### src/rtl/ovf_status_pkg.sv
package ovf_status_pkg;

    localparam int unsigned NUM_CH  = 3;
    localparam int unsigned REG_W   = 8;
    localparam int unsigned FLAG_LO = 0;
    localparam int unsigned EN_LO   = 4;
    localparam int unsigned RSV_LO  = 3;
    localparam int unsigned RSV_HI  = 7;
    localparam int unsigned UNF_CH  = 2;

    typedef struct packed {
        logic             rd;
        logic             wr;
        logic [REG_W-1:0] data;
    } bus_req_t;

    function automatic logic [REG_W-1:0] pack_view(
        input logic [NUM_CH-1:0] flags,
        input logic [NUM_CH-1:0] ens
    );
        logic [REG_W-1:0] v;
        v = '0;
        v[RSV_HI] = 1'b1;
        v[RSV_LO] = 1'b1;
        v[EN_LO   +: NUM_CH] = ens;
        v[FLAG_LO +: NUM_CH] = flags;
        return v;
    endfunction

endpackage

### src/rtl/ovf_flag_cell.sv
module ovf_flag_cell (
    input  logic clk,
    input  logic rst,
    input  logic rd_i,
    input  logic wr_i,
    input  logic wbit_i,
    input  logic set_i,
    output logic flag_o
);
    logic flag_q;
    logic armed_q;
    logic clr_ok;

    assign clr_ok = wr_i && !wbit_i && armed_q;

    always_ff @(posedge clk) begin
        if (rst) begin
            flag_q <= 1'b0;
        end else if (set_i) begin
            flag_q <= 1'b1;
        end else if (clr_ok) begin
            flag_q <= 1'b0;
        end
    end

    always_ff @(posedge clk) begin
        if (rst) begin
            armed_q <= 1'b0;
        end else if (wr_i) begin
            armed_q <= 1'b0;
        end else if (rd_i && flag_q) begin
            armed_q <= 1'b1;
        end
    end

    assign flag_o = flag_q;

    // an event always leaves the flag set
    a_r3_event_sets: assert property (@(posedge clk) disable iff (rst)
        set_i |=> flag_q);
    // no event and flag clear means the flag stays clear
    a_r6_no_sw_set: assert property (@(posedge clk) disable iff (rst)
        (!set_i && !flag_q) |=> !flag_q);
    // an unarmed flag survives any write
    a_r5_unarmed_holds: assert property (@(posedge clk) disable iff (rst)
        (flag_q && !armed_q) |=> flag_q);
    // a write leaves the bit disarmed
    a_r7_write_disarms: assert property (@(posedge clk) disable iff (rst)
        wr_i |=> !armed_q);
    // set beats a legal clear
    a_r8_set_wins: assert property (@(posedge clk) disable iff (rst)
        (set_i && wr_i && !wbit_i && armed_q) |=> flag_q);

endmodule

### src/rtl/ovf_enable_reg.sv
module ovf_enable_reg #(
    parameter int unsigned N = 3
) (
    input  logic         clk,
    input  logic         rst,
    input  logic         wr_i,
    input  logic [N-1:0] wdata_i,
    output logic [N-1:0] en_o
);
    logic [N-1:0] en_q;

    always_ff @(posedge clk) begin
        if (rst) begin
            en_q <= '0;
        end else if (wr_i) begin
            en_q <= wdata_i;
        end
    end

    assign en_o = en_q;

    // enables change only on a write
    a_r9_enable_hold: assert property (@(posedge clk) disable iff (rst)
        !wr_i |=> $stable(en_q));

endmodule

### src/rtl/ovf_status_reg.sv
module ovf_status_reg
    import ovf_status_pkg::*;
(
    input  logic             clk,
    input  logic             rst,
    input  logic             rd_en,
    input  logic             wr_en,
    input  logic [REG_W-1:0] wr_data,
    output logic [REG_W-1:0] rd_data,
    input  logic [NUM_CH-1:0] ovf_pulse,
    input  logic             unf_pulse,
    input  logic             phase_mode,
    output logic [NUM_CH-1:0] irq
);
    bus_req_t          req;
    logic [NUM_CH-1:0] set_evt;
    logic [NUM_CH-1:0] flags;
    logic [NUM_CH-1:0] ens;
    logic              unused_rsv_bits;

    assign req = '{rd: rd_en, wr: wr_en, data: wr_data};
    assign unused_rsv_bits = ^{req.data[RSV_HI], req.data[RSV_LO]};

    for (genvar i = 0; i < NUM_CH; i++) begin : g_ch
        if (i == UNF_CH) begin : g_updown
            assign set_evt[i] = ovf_pulse[i] | (unf_pulse & phase_mode);
        end else begin : g_up
            assign set_evt[i] = ovf_pulse[i];
        end

        ovf_flag_cell u_flag (
            .clk    (clk),
            .rst    (rst),
            .rd_i   (req.rd),
            .wr_i   (req.wr),
            .wbit_i (req.data[FLAG_LO + i]),
            .set_i  (set_evt[i]),
            .flag_o (flags[i])
        );
    end

    ovf_enable_reg #(.N(NUM_CH)) u_en (
        .clk     (clk),
        .rst     (rst),
        .wr_i    (req.wr),
        .wdata_i (req.data[EN_LO +: NUM_CH]),
        .en_o    (ens)
    );

    assign rd_data = pack_view(flags, ens);
    assign irq     = flags & ens;

    // underflow without phase mode cannot raise a clear channel 2 flag
    a_r4_unf_gated: assert property (@(posedge clk) disable iff (rst)
        (unf_pulse && !phase_mode && !ovf_pulse[UNF_CH] && !rd_data[FLAG_LO + UNF_CH])
        |=> !rd_data[FLAG_LO + UNF_CH]);
    // a request rises only after both flag and enable are present
    a_r10_irq_needs_en: assert property (@(posedge clk) disable iff (rst)
        (irq[0] |-> rd_data[EN_LO]));
    // the cycle after reset shows the reset view
    a_r1_reset_view: assert property (@(posedge clk)
        rst |=> (rd_data == 8'h88 || $past(ovf_pulse) != '0 || $past(wr_en)));

endmodule

### config.mk
export PLATFORM = sky130hd
export DESIGN_NAME = ovf_status_reg
export DESIGN_NICKNAME = d
export VERILOG_FILES = /design/src/rtl/ovf_status_pkg.sv /design/src/rtl/ovf_flag_cell.sv /design/src/rtl/ovf_enable_reg.sv /design/src/rtl/ovf_status_reg.sv
export SDC_FILE = /design/constraint.sdc
export NUM_CORES = 1
export LEC_CHECK = 0
export ABC_AREA = 1
export BUFFER_PORTS_ARGS = -buffer_cell sky130_fd_sc_hd__buf_2
export CORE_AREA = 2 2 39 41
export CTS_CLUSTER_DIAMETER = 40
export DETAILED_ROUTE_END_ITERATION = 8
export DIE_AREA = 0 0 41 43
export GPL_TIMING_DRIVEN = 0
export PLACE_DENSITY = 0.74
export SYNTH_ARGS = -nofsm -noshare
export SYNTH_HDL_FRONTEND = slang
export SYNTH_SLANG_ARGS = --single-unit
### constraint.sdc
create_clock -name clk -period 1.25 [get_ports clk]
set_input_delay 0.25 -clock clk [delete_from_list [all_inputs] [get_ports clk]]
set_output_delay 0.25 -clock clk [all_outputs]
set_load 0.01 [all_outputs]
* After elaboration in Yosys (flattened, before gate mapping)
Cells that the tools add are included.
** Operators by class
- Add/subtract/negate cells :: 0
- $mul :: 0
- $lt $le $gt $ge :: 0
- Mux-type cells :: 6
- Div/mod/pow operators :: 0
- Equal/unequal tests :: 0
- Bitwise logic cells :: 3
- Reductions and logical operators :: 16
- Shift operators :: 0
** Operator list (count)
- 1-bit logical AND :: 9
- 1-bit 2-to-1 mux :: 6
- 2-bit nonzero test :: 3
- 3-bit bitwise AND :: 1
- 1-bit zero test :: 3
- 2-bit OR reduction :: 1
- 1-bit bitwise AND :: 1
- 1-bit bitwise OR :: 1
** Word-level totals
- Bits in writable memories :: 0
- Output and inout port bits :: 11
- Input port bits :: 17
- Memories :: 0
- Bits in latches :: 0
- Register bits :: 9
- Logic and storage cells :: 32
- Memory bits (read-only) :: 0

* Longest topological paths before layout
- Word-level depth :: 5
- Depth in mapped cells :: 4
- Gate-level depth less buffers :: 4

* By module
A second synthesis with hierarchy kept.
** Unflattened totals
- Cells, all modules :: 67
- Area, all modules :: 427.9 um2
** By module, submodules not included
- ovf_flag_cell :: cells each 12, seq. area each 40.0 um2, instances 3, area an instance 85.1 um2
- ovf_enable_reg :: cells each 19, seq. area each 60.1 um2, instances 1, area an instance 120.1 um2
- ovf_status_reg :: cells each 12, seq. area each 0.0 um2, instances 1, area an instance 52.6 um2

* Least setup slack after synthesis
OpenSTA, ideal clock, no wires.
- Path kind :: flip-flop to output port
- Start point :: reg u_en.en_q[0] (netlist: u_en.en_o[0])
- End point :: out irq[0]
- Data required time :: 1000 ps
- Buffers on the path :: 0
- Setup slack :: 484 ps
- Arrival :: 516 ps
- Cell stages (with the launch flop) :: 3
- Cell sequence :: dfxtp_1 nand2_1 inv_1
** On the way
- Longest elaborated chain between the ends :: 1
** RTL lines
- from (decl) :: line ovf_enable_reg.sv:10 : logic [N-1:0] en_q;
- from (signal assigned) :: line ovf_enable_reg.sv:16 : en_q <= wdata_i;
- 3-bit bitwise AND :: line ovf_status_reg.sv:51 : assign irq = flags & ens;
- to (decl) :: line ovf_status_reg.sv:13 : output logic [NUM_CH-1:0] irq
Every way passes these cells.

* Final worst setup path
- Start point :: reg g_ch[1].u_flag.flag_q
- End point :: out rd_data[1]
** RTL lines
- from (decl) :: line ovf_flag_cell.sv:10 : logic flag_q;
- from (signal assigned) :: line ovf_flag_cell.sv:18 : flag_q <= 1'b0;
- from (signal assigned) :: line ovf_flag_cell.sv:20 : flag_q <= 1'b1;
- from (signal assigned) :: line ovf_flag_cell.sv:22 : flag_q <= 1'b0;
- to (decl) :: line ovf_status_reg.sv:9 : output logic [REG_W-1:0] rd_data,
No word-level cell between the ends.

==> reports/results.ini <==
[clock_tree]
clk_pin_slew_ns=0.06
cts_tree=built
cts_resized=0
htreeDepth=1
clockBufferDepth=2
worstSkewPairLatency_ns=0.26
clkSinkCount=9
holdBufCountCts=0
cts_root_buf=clkbuf_4
numCtsBuffers=3
cts_setup_buffers=0

[placement]
gp_congestion=0.733
post-dp-hpwl_microns=680
post-place-cells=99
portBuffers=22

[synth]
synth_area_leaders=dfxtp_1 41%, nand2_1 13%, inv_1 12%
avgSynthCellArea_sq_um=7.28
synth_seq_cells=9
synth_seq_area_share_pct=41.3
synthCells=60
ys_warn_count=0
syn_area_sq_um=437
synthDominantCellAreaShare_pct=41.3
synth_cell_type_count=11
synth_top_area_cell=dfxtp_1

[outcome]
status=complete, no violations

[sta]
hold_viol=0
fin_crit_sh_pct=89.5
fmax_mhz=894
rsz0062_at_grt=no
setup_violations=0
whs_ns=0.224
skew_ns=0.000493
fin_tns_setup_ns=0
fin_crit_ns=1.12
slew_viol_final=0

[worst_setup_path]
crit_required_ns=1.00
cpPeakStageDelay_ns=0.38
crit_start=g_ch[1].u_flag.flag_o$_SDFFE_PP0P_
cp_max_fo=4
start_kind=register
r2r_start=g_ch[2].u_flag.flag_o$_SDFFE_PP0P_
critPathKind=register to output port
slowest_stage=dfxtp_1
critPathCaptureType=output port
path_cells=buf_4 -> buf_2
critical_path_arrival_ns=0.87

[global_routing]
gr-total-overflow=0
grt_pass1_vias=388
grt_start_max_net_pins=9
antenna_found_initial=0
grt_usage_pct=13.2
grt_first_pass_wirelength_mm=1.51

[finish]
diodes=0
fillers=154
areaGrowthSynthToFinish_pct=36.7
fin_cells=103
nets=105
drive_above_1_share_pct=41.4

[floorplan]
core_area_sq_um=1380
die_y_microns=43
die_w_microns=41
io_pins=28
rows=14
initial_core_util_pct=31.6
design.die.area_sq_um=1760

[hold_path]
hold_path_startpoint=ovf_pulse[1]
hp-class=primary input to register

[power]
peakVddDrop_v=0.000562
powerDensity_nw_per_um2=1080
p_leak_nw=0.377

[detailed_routing]
avgViaCountPerCell=4.11
avgRoutedWirePerCell_microns=8.22
vias=423
drt_iter0_drc=2
wirelength_microns=847
drc=0
firstDrtPassIters=2
ant_nets=0

[job]
maxCapViolations=0

==> kinds of logic (layout without fill, tap and decap cells) <==
logic type             Yosys count  in the layout  share of synthesized area, %
buffers and inverters           21             47                          24.1
AND/OR/NAND/NOR                 19             19                          22.3
AO/OA/AOI/OAI                   10             10                          11.5
flip-flops                       9              9                          41.3
other                            1              2                         0.859
==> power breakdown <==
| part | leakage [nW] | internal, W | switching [W] | total, W |
|---|---|---|---|---|
| clock | 0.0150 | 0.000123 | 0.000103 | 0.000226 |
| combinational | 0.288 | 0.0000539 | 0.0000498 | 0.000104 |
| sequential | 0.0743 | 0.000302 | 0.0000127 | 0.000315 |
| total | 0.377 | 0.000479 | 0.000165 | 0.000645 |
==> placed cells by master, fill, tap and decap left out, types with 2 or more instances in the layout <==
| cell | synthesis | layout |
|---|---|---|
| buf_2 | 0 | 22 |
| nand2_1 | 15 | 15 |
| inv_1 | 14 | 14 |
| dfxtp_1 | 9 | 9 |
| a21oi_1 | 7 | 7 |
| buf_4 | 5 | 5 |
| o21ai_1 | 3 | 3 |
| nand3_2 | 3 | 3 |
| clkbuf_4 | 0 | 3 |
| conb_1 | 1 | 2 |
==> final timing paths <==
path                                         endpoint  slack, ns  cells past startpoint
hold reg to reg             u_en.en_o[1]$_SDFFE_PP0P_       0.48                      2
hold / removal     g_ch[1].u_flag.flag_o$_SDFFE_PP0P_       0.22                      3
setup reg to reg  g_ch[2].u_flag.armed_q$_SDFFE_PP0P_       0.54                      4
setup / recovery                           rd_data[1]       0.13                      2
==> metal layers <==
| layer | vias up | share of wire (%) | routed length [microns] | global-route usage, % |
|---|---|---|---|---|
| li1 | 224 | - | - | - |
| met1 | 180 | 42 | 354 | 16.6 |
| met2 | 15 | 49 | 413 | 17.5 |
| met3 | 4 | 7.3 | 62 | 4.71 |
| met4 | 0 | 2.0 | 17 | 10.0 |
| met5 | - | 0 | 0 | 0 |
==> flip-flops by register name (all words and copies together), names as in the netlist <==
register,count
g_ch.u_flag.armed_q,3
g_ch.u_flag.flag_o,3
u_en.en_o,3
==> critical path, delay by kind of cell (launching register included) <==
family	cells	cell delay (ns)
DFF	1	0.38
buffers and inverters	2	0.23
==> area by class of cell <==
cell class                      count  area [sq um]  share of cell area, %
Timing Repair Buffer               22           110                   18.4
Tap cell                           16          20.0                   3.35
Sequential cell                     9           180                   30.2
Inverter                           15          56.3                   9.43
Clock buffer                        4          26.3                   4.40
Buffer                              6          48.8                   8.18
Multi-Input combinational cell     31           155                   26.0
==> cells in the mapped netlist, drive strengths merged <==
library cell	count
nand3	3
nor2	1
o21ai	3
dfxtp	9
conb	1
buf	6
nand2	15
inv	15
a21oi	7
==> per-stage QoR <==
step           setup slack, ns  cell area, sq um  power [W]  utilization [%]
2_1_floorplan            0.484               440   0.000380                -
3_5_place_dp             0.414               571   0.000426             41.2
3_3_place_gp             0.415               571   0.000423             41.2
5_1_grt                 0.0720               597   0.000680             43.1
4_1_cts                  0.118               597   0.000658             43.1
6_report                 0.132               597   0.000645             43.1
No activity file was read; power rests on OpenSTA's default activity.
